===== src/rtl/dbsp_pkg.sv =====
package dbsp_pkg;
  typedef enum logic {
    BANK_CTL = 1'b0,
    BANK_NV  = 1'b1
  } bank_e;

  function automatic int max2(input int a, input int b);
    return (a > b) ? a : b;
  endfunction
endpackage


===== src/rtl/dbsp_sync.sv =====
module dbsp_sync #(
  parameter int STAGES = 2,
  parameter int W      = 3
) (
  input  logic         clk,
  input  logic         rst,
  input  logic [W-1:0] din,
  output logic [W-1:0] q,
  output logic [W-1:0] rise,
  output logic [W-1:0] fall
);
  logic [W-1:0] prev;

  for (genvar g = 0; g < STAGES; g++) begin : stg
    logic [W-1:0] s;
    if (g == 0) begin : g_first
      always_ff @(posedge clk) begin
        if (rst) s <= '0;
        else     s <= din;
      end
    end else begin : g_next
      always_ff @(posedge clk) begin
        if (rst) s <= '0;
        else     s <= stg[g-1].s;
      end
    end
  end

  assign q = stg[STAGES-1].s;

  always_ff @(posedge clk) begin
    if (rst) prev <= '0;
    else     prev <= q;
  end

  assign rise = q & ~prev;
  assign fall = ~q & prev;
endmodule


===== src/rtl/dbsp_frame.sv =====
module dbsp_frame
  import dbsp_pkg::*;
#(
  parameter int NV_AW  = 3,
  parameter int CTL_AW = 5,
  parameter int NV_DW  = 16,
  parameter int CTL_DW = 10
) (
  input  logic                                    clk,
  input  logic                                    rst,
  input  logic                                    en_q,
  input  logic                                    en_rise,
  input  logic                                    en_fall,
  input  logic                                    sck_rise,
  input  logic                                    sck_fall,
  input  logic                                    din_q,
  input  logic [max2(NV_DW, CTL_DW)-1:0]          rd_data,
  input  logic                                    rd_valid,
  output logic                                    addr_done,
  output logic                                    bank,
  output logic [max2(NV_AW, CTL_AW)-1:0]          addr,
  output logic                                    cmt,
  output logic [max2(NV_DW, CTL_DW)-1:0]          cmt_data,
  output logic                                    sdo
);
  localparam int AWM    = max2(NV_AW, CTL_AW);
  localparam int DWM    = max2(NV_DW, CTL_DW);
  localparam int LEN_NV = 2 + NV_AW + NV_DW;
  localparam int LEN_CT = 2 + CTL_AW + CTL_DW;
  localparam int LENM   = max2(LEN_NV, LEN_CT);
  localparam int CW     = $clog2(LENM + 2);

  logic [CW-1:0]   cnt, cnt_inc;
  logic [LENM-1:0] sr, sr_nx;
  logic            wr_q, bank_q, bank_cur, hit_addr, len_ok, armed;
  logic [DWM-1:0]  tx;

  assign sr_nx    = {sr[LENM-2:0], din_q};
  assign cnt_inc  = (cnt == CW'(LENM + 1)) ? cnt : cnt + 1'b1;
  assign bank_cur = (cnt == CW'(1)) ? din_q : bank_q;
  assign hit_addr = (cnt_inc == (bank_cur ? CW'(2 + NV_AW) : CW'(2 + CTL_AW)));
  assign len_ok   = (cnt == (bank_q ? CW'(LEN_NV) : CW'(LEN_CT)));
  assign cmt_data = bank_q ? DWM'(sr[NV_DW-1:0]) : DWM'(sr[CTL_DW-1:0]);
  assign bank     = bank_q;

  always_ff @(posedge clk) begin
    if (rst) begin
      cnt <= '0; sr <= '0; wr_q <= 1'b0; bank_q <= 1'b0; addr <= '0;
      addr_done <= 1'b0; cmt <= 1'b0; armed <= 1'b0; tx <= '0; sdo <= 1'b0;
    end else begin
      addr_done <= 1'b0;
      cmt       <= 1'b0;
      if (en_rise) begin
        cnt <= '0; sr <= '0; armed <= 1'b0; tx <= '0;
      end else if (en_q && sck_rise) begin
        sr  <= sr_nx;
        cnt <= cnt_inc;
        if (cnt == CW'(0)) wr_q   <= din_q;
        if (cnt == CW'(1)) bank_q <= din_q;
        if (cnt != CW'(0) && hit_addr) begin
          addr      <= bank_cur ? AWM'(sr_nx[NV_AW-1:0]) : AWM'(sr_nx[CTL_AW-1:0]);
          addr_done <= 1'b1;
        end
      end
      if (rd_valid) begin
        tx    <= rd_data;
        armed <= 1'b1;
      end else if (en_q && sck_fall && armed) begin
        tx <= {tx[DWM-2:0], 1'b0};
      end
      if (!en_q)                        sdo <= 1'b0;
      else if (sck_fall && armed && !rd_valid) sdo <= tx[DWM-1];
      if (en_fall) cmt <= wr_q && len_ok;
    end
  end

  p_dout_idle_r11: assert property (@(posedge clk) disable iff (rst)
    !en_q |=> !sdo);

  p_commit_end_r5: assert property (@(posedge clk) disable iff (rst)
    cmt |-> !en_q);
endmodule


===== src/rtl/dbsp_regfile.sv =====
module dbsp_regfile
  import dbsp_pkg::*;
#(
  parameter int NV_AW    = 3,
  parameter int CTL_AW   = 5,
  parameter int NV_DW    = 16,
  parameter int CTL_DW   = 10,
  parameter int CTL_RW   = 13,
  parameter int LIN_W    = 12,
  parameter int LOCK_REG = 1,
  parameter int LOCK_BIT = 15
) (
  input  logic                            clk,
  input  logic                            rst,
  input  logic                            rd_req,
  input  logic                            bank,
  input  logic [max2(NV_AW, CTL_AW)-1:0]  addr,
  input  logic                            we,
  input  logic [max2(NV_DW, CTL_DW)-1:0]  wdata,
  input  logic [LIN_W-1:0]                lin_result,
  output logic [max2(NV_DW, CTL_DW)-1:0]  rd_data,
  output logic                            rd_valid
);
  localparam int AWM  = max2(NV_AW, CTL_AW);
  localparam int DWM  = max2(NV_DW, CTL_DW);
  localparam int NV_N = (1 << NV_AW) - 1;
  localparam int HI_W = LIN_W - CTL_DW;
  localparam logic [CTL_DW-1:0] HI_MASK = CTL_DW'((1 << HI_W) - 1);

  logic [NV_N-1:0][NV_DW-1:0]    nv_q;
  logic [CTL_RW-1:0][CTL_DW-1:0] ct_q;
  logic [DWM-1:0]                rd_nx;
  logic                          lock;

  assign lock = nv_q[LOCK_REG][LOCK_BIT];

  always_ff @(posedge clk) begin
    if (rst) begin
      nv_q <= '0;
    end else if (we && bank == BANK_NV && !lock) begin
      for (int i = 0; i < NV_N; i++)
        if (addr == AWM'(i)) nv_q[i] <= wdata[NV_DW-1:0];
    end
  end

  always_ff @(posedge clk) begin
    if (rst) begin
      ct_q <= '0;
    end else if (we && bank == BANK_CTL) begin
      for (int i = 0; i < CTL_RW; i++)
        if (addr == AWM'(i))
          ct_q[i] <= (i == CTL_RW - 1) ? (wdata[CTL_DW-1:0] & HI_MASK) : wdata[CTL_DW-1:0];
    end
  end

  always_comb begin
    rd_nx = '0;
    if (bank == BANK_NV) begin
      for (int i = 0; i < NV_N; i++)
        if (addr == AWM'(i)) rd_nx = DWM'(nv_q[i]) << (DWM - NV_DW);
    end else begin
      for (int i = 0; i < CTL_RW; i++)
        if (addr == AWM'(i)) rd_nx = DWM'(ct_q[i]) << (DWM - CTL_DW);
      if (addr == AWM'(CTL_RW))
        rd_nx = DWM'(lin_result[CTL_DW-1:0]) << (DWM - CTL_DW);
      if (addr == AWM'(CTL_RW + 1))
        rd_nx = DWM'(lin_result[LIN_W-1:CTL_DW]) << (DWM - CTL_DW);
    end
  end

  always_ff @(posedge clk) begin
    if (rst) begin
      rd_data  <= '0;
      rd_valid <= 1'b0;
    end else begin
      rd_valid <= rd_req;
      if (rd_req) rd_data <= rd_nx;
    end
  end

  p_locked_hold_r10: assert property (@(posedge clk) disable iff (rst)
    lock |=> $stable(nv_q));

  p_bad_nv_write_r6: assert property (@(posedge clk) disable iff (rst)
    (we && bank && addr >= AWM'(NV_N)) |=> $stable(nv_q));

  p_bad_ctl_write_r7: assert property (@(posedge clk) disable iff (rst)
    (we && !bank && addr >= AWM'(CTL_RW)) |=> $stable(ct_q));

  p_bad_nv_read_r6: assert property (@(posedge clk) disable iff (rst)
    (rd_req && bank && addr >= AWM'(NV_N)) |=> rd_data == '0);
endmodule


===== src/rtl/dual_bank_serial_port.sv =====
module dual_bank_serial_port
  import dbsp_pkg::*;
#(
  parameter int NV_AW       = 3,
  parameter int CTL_AW      = 5,
  parameter int NV_DW       = 16,
  parameter int CTL_DW      = 10,
  parameter int CTL_RW      = 13,
  parameter int LIN_W       = 12,
  parameter int LOCK_REG    = 1,
  parameter int LOCK_BIT    = 15,
  parameter int SYNC_STAGES = 2
) (
  input  logic             clk,
  input  logic             rst,
  input  logic             ser_clk,
  input  logic             ser_en,
  input  logic             ser_din,
  input  logic [LIN_W-1:0] lin_result,
  output logic             ser_dout
);
  localparam int AWM = max2(NV_AW, CTL_AW);
  localparam int DWM = max2(NV_DW, CTL_DW);

  logic [2:0]     s_q, s_rise, s_fall;
  logic           addr_done, bank, cmt, rd_valid;
  logic [AWM-1:0] addr;
  logic [DWM-1:0] cmt_data, rd_data;

  dbsp_sync #(.STAGES(SYNC_STAGES), .W(3)) u_sync (
    .clk(clk), .rst(rst), .din({ser_clk, ser_en, ser_din}),
    .q(s_q), .rise(s_rise), .fall(s_fall)
  );

  dbsp_frame #(.NV_AW(NV_AW), .CTL_AW(CTL_AW), .NV_DW(NV_DW), .CTL_DW(CTL_DW)) u_frame (
    .clk(clk), .rst(rst),
    .en_q(s_q[1]), .en_rise(s_rise[1]), .en_fall(s_fall[1]),
    .sck_rise(s_rise[2]), .sck_fall(s_fall[2]), .din_q(s_q[0]),
    .rd_data(rd_data), .rd_valid(rd_valid),
    .addr_done(addr_done), .bank(bank), .addr(addr),
    .cmt(cmt), .cmt_data(cmt_data), .sdo(ser_dout)
  );

  dbsp_regfile #(.NV_AW(NV_AW), .CTL_AW(CTL_AW), .NV_DW(NV_DW), .CTL_DW(CTL_DW),
                 .CTL_RW(CTL_RW), .LIN_W(LIN_W), .LOCK_REG(LOCK_REG),
                 .LOCK_BIT(LOCK_BIT)) u_regs (
    .clk(clk), .rst(rst), .rd_req(addr_done), .bank(bank), .addr(addr),
    .we(cmt), .wdata(cmt_data), .lin_result(lin_result),
    .rd_data(rd_data), .rd_valid(rd_valid)
  );
endmodule


===== config.mk =====
export PLATFORM = sky130hd
export DESIGN_NAME = dual_bank_serial_port
export DESIGN_NICKNAME = d
export VERILOG_FILES = /design/src/rtl/dbsp_pkg.sv /design/src/rtl/dbsp_sync.sv /design/src/rtl/dbsp_frame.sv /design/src/rtl/dbsp_regfile.sv /design/src/rtl/dual_bank_serial_port.sv
export SDC_FILE = /design/constraint.sdc
export NUM_CORES = 1
export LEC_CHECK = 0
export ABC_AREA = 1
export BUFFER_PORTS_ARGS = -buffer_cell sky130_fd_sc_hd__buf_2
export CORE_UTILIZATION = 50
export CTS_CLUSTER_SIZE = 24
export DETAILED_ROUTE_END_ITERATION = 7
export HOLD_SLACK_MARGIN = 0.1
export PLACE_DENSITY = 0.67
export SLEW_MARGIN = 20
export SYNTH_ARGS = -nofsm -noshare
export SYNTH_HDL_FRONTEND = slang
export SYNTH_SLANG_ARGS = --single-unit

===== constraint.sdc =====
create_clock -name clk -period 1.72 [get_ports clk]
set_input_delay 0.43 -clock clk [delete_from_list [all_inputs] [get_ports clk]]
set_output_delay 0.43 -clock clk [all_outputs]
set_load 0.005 [all_outputs]

== Yosys cells after proc, flatten, opt, wreduce, memory -nomap -nowiden ==
Index checks and enable logic that the tools add are counted.

* Output and inout bits: 1
* Bits of input ports: 17
* Flip-flop bits (word level): 308
* Word-level logic and storage cells: 142

* Reductions and logical operators: 44
* Equal/unequal tests: 18
* Add/sub/neg operators: 1
* Bitwise logic cells: 9
* Mux-type cells: 35

{| class="wikitable"
|+ Operator list
! kind !! count
|-
| $mux 16 || 27
|-
| $reduce_and 2->1 || 21
|-
| $eq 5x4->1 const B || 7
|-
| $eq 5x3->1 const B || 4
|-
| $eq 5x1->1 const B || 2
|-
| $eq 5x2->1 const B || 2
|-
| $eq 5x5->1 || 2
|-
| $logic_and 1x1->1 || 10
|-
| $logic_not 5->1 || 2
|-
| $mux 5 || 2
|-
| $and 3x3->3 || 2
|-
| $not 3->3 || 2
|-
| $reduce_and 3->1 || 2
|-
| $reduce_or 2->1 || 3
|-
| $add 5x1->5 const B || 1
|-
| $eq 5x5->1 const B || 1
|-
| $not 1->1 || 5
|-
| $reduce_bool 5->1 || 1
|-
| $mux 1 || 4
|-
| $mux 3 || 1
|-
| $reduce_bool 3->1 || 1
|-
| $reduce_or 3->1 || 1
|-
| $logic_not 1->1 || 2
|-
| $mux 2 || 1
|-
| $reduce_bool 2->1 || 1
|}

== Longest topological paths before layout ==
Gate-level depths: netlist of the first run.

* Word-level depth: 17
* Mapped depth: 15
* Depth with buffers taken out: 14

== By module ==
From an unflattened synthesis of the first run, not the netlist that was laid out.

* Cell total of the unflattened synthesis: 1882
* Area, all modules: 13246.5 um^2

{| class="wikitable"
|+ By module, submodules not included
! module !! instances !! cells an instance !! area each (um^2) !! sequential area each (um^2)
|-
| dbsp_regfile || 1 || 1544 || 10737.8 || 5024.8
|-
| dbsp_frame || 1 || 301 || 2215.9 || 960.9
|-
| dbsp_sync || 1 || 37 || 292.8 || 180.2
|}

== Worst setup path after synthesis of the first run ==
OpenSTA, ideal clock, no wires.

* Path type: register to register
* From: reg u_frame.cnt[0]
* To: reg u_frame.addr[3]
* Library setup time: 87 ps
* Path buffers: 0
* Data required time: 1633 ps
* Data arrival time: 1558 ps
* Setup slack: 75 ps
* Period minus slack after synthesis: 1645 ps
* Stages on the path, launching flop included: 13
* Path through: dfxtp_1 -> inv_1 -> ha_1 -> nand2_1 -> nor2_1 -> xor2_1 -> inv_1 -> nand2_1 -> nor4_1 -> nand3_1 -> nor2_1 -> nand3_1 -> o31ai_1

* Longest elaborated chain between the ends: 6

{| class="wikitable"
|+ Ends and longest elaborated chain
! item !! line !! source
|-
| start: declaration || dbsp_frame.sv:33 || <nowiki>logic [CW-1:0] cnt, cnt_inc;</nowiki>
|-
| start signal: assignment || dbsp_frame.sv:57 || <nowiki>cnt <= cnt_inc;</nowiki>
|-
| branches (longest 6 deep; another with $add 5x1->5) || -- ||
|-
| end signal: assignment || dbsp_frame.sv:61 || <nowiki>addr <= bank_cur ? AWM'(sr_nx[NV_AW-1:0]) : AWM'(sr_nx[CTL_AW-1:0]);</nowiki>
|-
| end: declaration || dbsp_frame.sv:21 || <nowiki>output logic [max2(NV_AW, CTL_AW)-1:0] addr,</nowiki>
|}

Several ways; the timed one is not identified.
A chain may end at the register's enable or synchronous reset.

== Final worst setup path of the first run ==
* From: reg u_frame.addr[3]
* To: reg u_regs.rd_data[8]

* Longest elaborated chain between the ends: 17

{| class="wikitable"
|+ Ends and longest elaborated chain
! item !! line !! source
|-
| $logic_not 5->1 || dbsp_regfile.sv:60, dbsp_regfile.sv:63 ||
|-
| $mux 16 (13 in series) || dbsp_regfile.sv:63 || <nowiki>if (addr == AWM'(i)) rd_nx = DWM'(ct_q[i]) << (DWM - CTL_DW);</nowiki>
|-
| $mux 16 || dbsp_regfile.sv:64 || <nowiki>if (addr == AWM'(CTL_RW))</nowiki>
|-
| $mux 16 || dbsp_regfile.sv:66 || <nowiki>if (addr == AWM'(CTL_RW + 1))</nowiki>
|-
| $mux 16 * || dbsp_regfile.sv:58 || <nowiki>if (bank == BANK_NV) begin</nowiki>
|-
| end signal: assignment || dbsp_regfile.sv:77 || <nowiki>if (rd_req) rd_data <= rd_nx;</nowiki>
|-
| end: declaration || dbsp_regfile.sv:21 || <nowiki>output logic [max2(NV_DW, CTL_DW)-1:0] rd_data,</nowiki>
|}

Every way passes the cells marked *; elsewhere a longest branch is shown, timed or not.

==> flow_summary.json, run 1 <==
{
  "gpl.final_weighted_congestion": 0.8790,
  "initial_utilization_pct": 51.56,
  "grt_antenna_before_repair": 0,
  "drive_above_1_share_pct": 23.99,
  "final.setup_skew_ps": 18.44,
  "worst-path-max-fanout": 6,
  "wire_length_of_the_first_global_routing_pass_um": 60320,
  "crit_slowest_cell": "dfxtp_4",
  "top_level_ports": 18,
  "port_buffers": 17,
  "synth_mux_area_share_pct": 0,
  "tightestPinTransition_ps": 512.3,
  "placedCellCount": 2095,
  "post-route-period-util_pct": 119.0,
  "final-max-slew-violation-count": 0,
  "post_synth_num_cell_types": 42,
  "layout_net_count": 1876,
  "netlist.top_cell.by_area": "dfxtp_1",
  "synth-adder-area-share_pct": 0.3956,
  "crit_required_ps": 2130,
  "hold-worst-slack_ps": 115.2,
  "synthXorXnorAreaFrac_pct": 0.2077,
  "setup.worst_path.start_class": "flop",
  "path_delay_family": "simple AND/OR/NAND/NOR gates",
  "dp.final_hpwl_um": 24830,
  "syn_avg_cell_area_um2": 7.406,
  "endpoint_kind": "flop",
  "cts_inserted_buffers": 35,
  "cpMostUsedCell": "nand2_1",
  "synth_simple_gate_area_share_pct": 19.66,
  "ys.flop_type": "dfxtp_1",
  "run_status": "finished with violations",
  "design.die.area_um2": 25940,
  "dieWidth_um": 161.1,
  "crit_chain": "buf_4 -> nor2_4 -> nand2_2 -> nor2_4 -> inv_2 -> o22ai_2 -> nand3_1 -> nand2_1 -> nand4_1 -> nand2_1 -> nand2_1 -> nand2_1 -> a21oi_1",
  "vdd.ir_drop.worst_mv": 0.8130,
  "finalWorstSetupSlack_ps": -327.0,
  "drt_drc_violations_left": 0,
  "finalHoldViolations": 0,
  "synth-seq-area-share_pct": 48.59,
  "timing.final.crit_period_ps": 2047,
  "antenna_left": 0,
  "max_freq_mhz": 488.5,
  "synth_top_area_share_pct": 48.59,
  "wirelength_um": 39380,
  "globalRouteOverflowTotal": 0,
  "synth.area.top_cells": "dfxtp_1 49%, o21ai_0 11%, a21oi_1 9.4%",
  "max_cap_viol_count": 0,
  "final_tns_setup_ps": -15440,
  "finalInstanceArea_um2": 16310,
  "yosysWarningCount": 0,
  "synth_top_family_by_area": "compound AO/OA/AOI/OAI gates",
  "fp.coreArea_um2": 24530,
  "synth_enable_flop_cells": 0,
  "drt-pass1-iter-count": 6,
  "htreeDepth": 2,
  "fp.dieH_um": 161.1,
  "ctsRootBufferMaster": "clkbuf_16",
  "max-slew-margin-rel_pct": 65.85,
  "via_per_inst": 5.620,
  "layout.cells.non_filler": 2204,
  "critical-path-max-stage-delay_ps": 360,
  "mappedNetlistNets": 1729,
  "finalCoreUtilization_pct": 66.50,
  "cts-root-to-sink-buffers": 3,
  "tritoncts": "yes",
  "std_cell_rows": 57,
  "synth-seq-cells": 307,
  "grt_pass1_vias": 11322,
  "detailed_place.area_um2": 14020,
  "synthArstFlopShare_pct": 0,
  "synthesized_netlist_cell_count": 1708,
  "min_path_type": "in -> reg",
  "power_density_cells_nw_per_um2": 896.0,
  "dr_total_vias": 12387,
  "clk_transition_reported_paths_ps": 60,
  "synthesis.area_um2": 12650,
  "numClockSinks": 307,
  "worst_skew_pair.late_latency_ps": 520,
  "routed_wire_length_per_instance_um": 17.87,
  "antenna_cells": 0,
  "failing_checks": "setup timing",
  "detail_route.iter0.violations": 1328,
  "critPathBufInv": 2,
  "grt_start_max_net_pins": 52,
  "grt_overall_usage_pct": 28.98,
  "area_fraction_in_compound_gates_after_synthesis_pct": 23.48,
  "p_leak_nw": 6.660,
  "timing_worst_setup_path_type": "reg -> reg",
  "setup_repair_after_global_routing_missed_its_margin": "true",
  "areaGrowthSynthToFinish_pct": 28.97,
  "setup_violations": 114,
  "arrival_ps": 2450
}
[cells in the final DEF, fill, tap and decap left out, drive strengths merged, types with 6 or more instances in the layout]
cell | Yosys | routed
nand4 | 26 | 26
a31oi | 14 | 14
o21ai | 282 | 282
a221oi | 8 | 8
nor3 | 9 | 9
inv | 127 | 128
a21oi | 237 | 237
dfxtp | 307 | 307
o22ai | 6 | 6
buf | 34 | 212
o211ai | 11 | 11
nand2 | 271 | 271
clkbuf | 73 | 49
clkinv | 8 | 19
nand3 | 50 | 50
nor2 | 220 | 220
[final cells by class]
cell class / count / area (um^2)
clock buffer: 46 / 978.4
clock inverter: 16 / 126.4
inverter: 135 / 554.3
multi-input combinational: 1159 / 6142
timing repair inverter: 2 / 15.01
sequential: 307 / 6173
timing repair buffer: 215 / 1919
fill: 2009 / 8219
tap: 324 / 405.4
[logic make-up after synthesis]
kind of cell | after synthesis
xor gates and xnor gates | 3
DFF | 307
and+or+nand+nor | 584
AOI/OAI and AO/OA | 568
adders and majority gates | 4
buffers and inverters | 242
[stage by stage]
step           worst slack, ps  power (W)
5_1_grt                 -404.6    0.01501
3_3_place_gp            -472.3   0.007568
3_5_place_dp            -507.0   0.007571
2_1_floorplan            74.73   0.007440
6_report                -327.0    0.01462
4_1_cts                 -219.4    0.01466
[sequential cells by signal, indices dropped and copies added, names as in the netlist]
name,count
u_regs.ct_q,122
u_regs.nv_q,111
u_frame.sr,16
u_frame.tx,16
u_regs.rd_data,16
u_frame.addr,5
u_frame.cnt,5
u_sync.q,3
u_sync.stg.s,3
u_sync.prev,2
u_frame.addr_done,1
u_frame.armed,1
u_frame.bank,1
u_frame.cmt,1
u_frame.sdo,1
u_frame.wr_q,1
u_regs.lock,1
u_regs.rd_valid,1
[cell usage after synthesis, types with 2 or more instances]
| cell type | instances |
|---|---|
| dfxtp_1 | 307 |
| o21ai_0 | 273 |
| nand2_1 | 269 |
| a21oi_1 | 237 |
| nor2_1 | 201 |
| inv_1 | 110 |
| clkbuf_1 | 73 |
| nand3_1 | 48 |
| nand4_1 | 26 |
| buf_2 | 19 |
| inv_2 | 17 |
| a31oi_1 | 14 |
| nor2_2 | 12 |
| o211ai_1 | 11 |
| buf_4 | 8 |
| clkinv_1 | 8 |
| o21ai_1 | 8 |
| a221oi_1 | 7 |
| nor2_4 | 7 |
| buf_1 | 6 |
| o22ai_1 | 6 |
| nor3_1 | 5 |
| ha_1 | 4 |
| nor3_4 | 3 |
| nor4_1 | 3 |
| xor2_1 | 3 |
| a22o_1 | 2 |
| nand2_2 | 2 |
| nand3_2 | 2 |
| o2111ai_1 | 2 |
| o31ai_1 | 2 |
| or2_0 | 2 |
| or2_2 | 2 |
[report_power, final]
group / switching, W / internal (W) / leakage (nW)
clock network: 0.00299 / 0.00418 / 0.552
logic: 0.000207 / 0.000113 / 3.63
registers: 0.0000118 / 0.00712 / 2.48
total: 0.00321 / 0.0114 / 6.66
[path summary, 6_finish.rpt]
kind / start / end / slack (ps) / depth (start not counted)
min reg2reg: u_sync.stg[0].s[0]$_SDFF_PP0_ / u_sync.q[0]$_SDFF_PP0_ / 420 / 2
max: u_frame.addr[3]$_SDFFE_PP0P_ / u_regs.rd_data[8]$_SDFFE_PP0P_ / -330 / 13
min: ser_din / u_sync.stg[0].s[0]$_SDFF_PP0_ / 120 / 3
max reg2reg: u_frame.addr[3]$_SDFFE_PP0P_ / u_regs.rd_data[8]$_SDFFE_PP0P_ / -330 / 13
[timing repair]
| action | 4_1_cts | 5_1_grt |
|---|---|---|
| setup buffers | 13 | 27 |
| hold buffers | 0 | 0 |
| gates cloned | 2 | 8 |
| resized for setup | 102 | 178 |
| pin swaps | 34 | 61 |
| endpoints found under the setup margin | 193 | 218 |
[worst reg2reg max path, delay by kind of cell (launching register included)]
family | cells | cell delay (ps)
flip-flops | 1 | 360
buffers and inverters | 2 | 270
AND/OR/NAND/NOR | 9 | 1060
AO/OA/AOI/OAI | 2 | 250
[layer usage]
metal	vias up	share of wire, %	global-route usage [%]
met5	-	0	0
met1	5835	44	39.69
met2	441	47	47.32
li1	6016	-	-
met3	95	6.3	3.621
met4	0	3.0	9.691
No activity file was read; power rests on OpenSTA's default activity.
==> run 2, diff against run 1 <==
--- a/config.mk
+++ b/config.mk
@@ -7,8 +7,8 @@
 export LEC_CHECK = 0
 export ABC_AREA = 1
 export BUFFER_PORTS_ARGS = -buffer_cell sky130_fd_sc_hd__buf_2
+export CORE_ASPECT_RATIO = 0.7
 export CORE_UTILIZATION = 50
-export CTS_CLUSTER_SIZE = 24
 export DETAILED_ROUTE_END_ITERATION = 7
 export HOLD_SLACK_MARGIN = 0.1
 export PLACE_DENSITY = 0.67
==> run 2 against run 1 <==
The run still ends with setup timing left. Clock skew is 2.3 ps lower. Critical endpoint is now u_regs.rd_data[15]$_SDFFE_PP0P_. Design area is 0.45% higher. Combinational power is 6% lower. Register-to-register slack better by 60 ps. Routed wire length is 0.89% higher. Count of clock-buffer cells in the layout is 3 lower. Final cell count is 0.27% lower.
==> flow_summary.json, run 2 (synthesis gave the netlist of run 1 again) <==
{
  "grt_start_max_net_pins": 69,
  "fp.coreArea_um2": 24740,
  "setup.worst_path.start_class": "flop",
  "dp.final_hpwl_um": 25630,
  "dr_total_vias": 12522,
  "drt_drc_violations_left": 0,
  "antenna_left": 0,
  "endpoint_kind": "flop",
  "power_density_cells_nw_per_um2": 833.3,
  "initial_utilization_pct": 51.12,
  "post-route-period-util_pct": 115.4,
  "port_buffers": 17,
  "finalCoreUtilization_pct": 66.23,
  "ctsRootBufferMaster": "clkbuf_16",
  "timing_worst_setup_path_type": "reg -> reg",
  "fillCellCount": 2017,
  "routed_wire_length_per_instance_um": 18.07,
  "top_level_ports": 18,
  "dieWidth_um": 192.1,
  "setup_repair_after_global_routing_missed_its_margin": "true",
  "max_freq_mhz": 503.6,
  "fp.dieH_um": 135.1,
  "numClockSinks": 307,
  "p_leak_nw": 6.643,
  "crit_required_ps": 2220,
  "grt_pass1_vias": 11363,
  "run_status": "finished with violations",
  "final.setup_skew_ps": 16.14,
  "cts-root-to-sink-buffers": 3,
  "finalWorstSetupSlack_ps": -265.5,
  "wirelength_um": 39730,
  "gr_util_met1_pct": 43.05,
  "clk_transition_reported_paths_ps": 70,
  "largest_reg_flops": 122,
  "tritoncts": "yes",
  "worst_skew_pair.late_latency_ps": 570,
  "via_per_inst": 5.697,
  "max_cap_viol_count": 0,
  "htreeDepth": 1,
  "multiInputGateArea_um2": 6250,
  "globalRouteOverflowTotal": 0,
  "min_path_type": "in -> reg",
  "tightestPinTransition_ps": 562.5,
  "commonest_non_fill_non_tap_cell_in_the_layout": "dfxtp_1",
  "detail_route.iter0.violations": 1193,
  "cts_inserted_buffers": 29,
  "timing.final.crit_period_ps": 1986,
  "design.die.area_um2": 25950,
  "final_tns_setup_ps": -10000,
  "grt_antenna_before_repair": 0,
  "top_usage_layer": "met2",
  "ff_latch_area_um2": 6178,
  "max-slew-margin-rel_pct": 62.45,
  "largest_register": "u_regs.ct_q",
  "largest_registers": "u_regs.ct_q: 122 flops, u_regs.nv_q: 111 flops",
  "std_cell_rows": 48,
  "setup_violations": 93,
  "vdd.ir_drop.worst_mv": 0.8976,
  "worst-path-max-fanout": 7,
  "grt_overall_usage_pct": 29.65,
  "drive_above_1_share_pct": 24.45,
  "areaGrowthSynthToFinish_pct": 29.55,
  "grtUsageMet2_pct": 45.53,
  "arrival_ps": 2490,
  "drt-pass1-iter-count": 5,
  "globalRouteMet3Util_pct": 4.834,
  "layout_net_count": 1875,
  "final-max-slew-violation-count": 0,
  "antenna_cells": 0,
  "wire_length_of_the_first_global_routing_pass_um": 60430,
  "finalHoldViolations": 0,
  "commonest_cells_after_routing_fill_and_taps_aside": "297 x dfxtp_1, 245 x nand2_1, 228 x o21ai_0, 214 x a21oi_1, 182 x nor2_1",
  "failing_checks": "setup timing",
  "gpl.final_weighted_congestion": 0.8893
}
-- run 2: changes by cell type in the layout (fill, tap and decap cells not counted), sizes merged --
cell         before  now
nor2            220  221
clkbuf           49   45
clkinv           19   14
clkinvlp          5    0
buf             212  215
dlygate4sd3       0    3
-- run 2: path summary, 6_finish.rpt --
| check | slack (ps) | endpoint | cells past startpoint | start |
|---|---|---|---|---|
| min | 200 | u_regs.rd_data[9]$_SDFFE_PP0P_ | 5 | lin_result[3] |
| max | -270 | u_regs.rd_data[15]$_SDFFE_PP0P_ | 14 | u_frame.addr[1]$_SDFFE_PP0P_ |
| max reg2reg | -270 | u_regs.rd_data[15]$_SDFFE_PP0P_ | 14 | u_frame.addr[1]$_SDFFE_PP0P_ |
| min reg2reg | 400 | u_sync.q[1]$_SDFF_PP0_ | 2 | u_sync.stg[0].s[1]$_SDFF_PP0_ |
-- run 2: final cells by class --
| class | instances | share of cell area, % |
|---|---|---|
| Clock inverter | 7 | 0.3894 |
| Tap cell | 325 | 2.481 |
| Timing Repair Buffer | 220 | 12.73 |
| Multi-Input combinational cell | 1160 | 38.14 |
| Inverter | 135 | 3.466 |
| Sequential cell | 307 | 37.70 |
| Timing Repair inverter | 1 | 0.03818 |
| Clock buffer | 43 | 5.055 |
-- run 2: critical path, stage by stage, from the launching register on --
cell and delay [ps]:
dfxtp_4 370, nor2_4 120, buf_6 130, inv_8 40, nor2_4 320, nand2_1 120, nand3_2 90, a21oi_2 40
nand4_1 90, nand2_1 80, nand4_1 110, nand2_1 90, nand2_1 90, nand2_2 80, a21oi_2 140
-- run 2: repair_timing --
| item | CTS | global route |
|---|---|---|
| cloned | 3 | 7 |
| hold buffers | 3 | 0 |
| endpoints found under the hold margin | 3 | 0 |
| buffers inserted | 22 | 22 |
| pin swaps | 73 | 62 |
| gates resized for setup | 153 | 172 |
| setup endpoints to repair | 155 | 217 |
-- run 2: routing by layer --
layer | vias to the layer above | share of wire (%)
met5 | - | 0
met1 | 5937 | 45
met3 | 69 | 8.3
li1 | 6014 | -
met4 | 0 | 2.0
met2 | 502 | 44
-- run 2: through the flow --
step,setup slack (ps),instances,hold WS [ps],area (um^2),total power (W)
2_1_floorplan,74.73,1708,388.3,12650,0.007440
3_3_place_gp,-360.0,2097,391.0,14000,0.007555
3_5_place_dp,-400.0,2097,396.0,14000,0.007557
4_1_cts,-220.6,2172,186.6,15730,0.01366
5_1_grt,-316.2,2198,207.5,16390,0.01396
6_report,-265.5,2198,197.3,16390,0.01366
-- run 2: report_power, final --
part	internal (W)	switching (W)
Combinational	0.000103	0.000197
Clock	0.00345	0.00278
Sequential	0.00711	0.0000126
Total	0.0107	0.00299
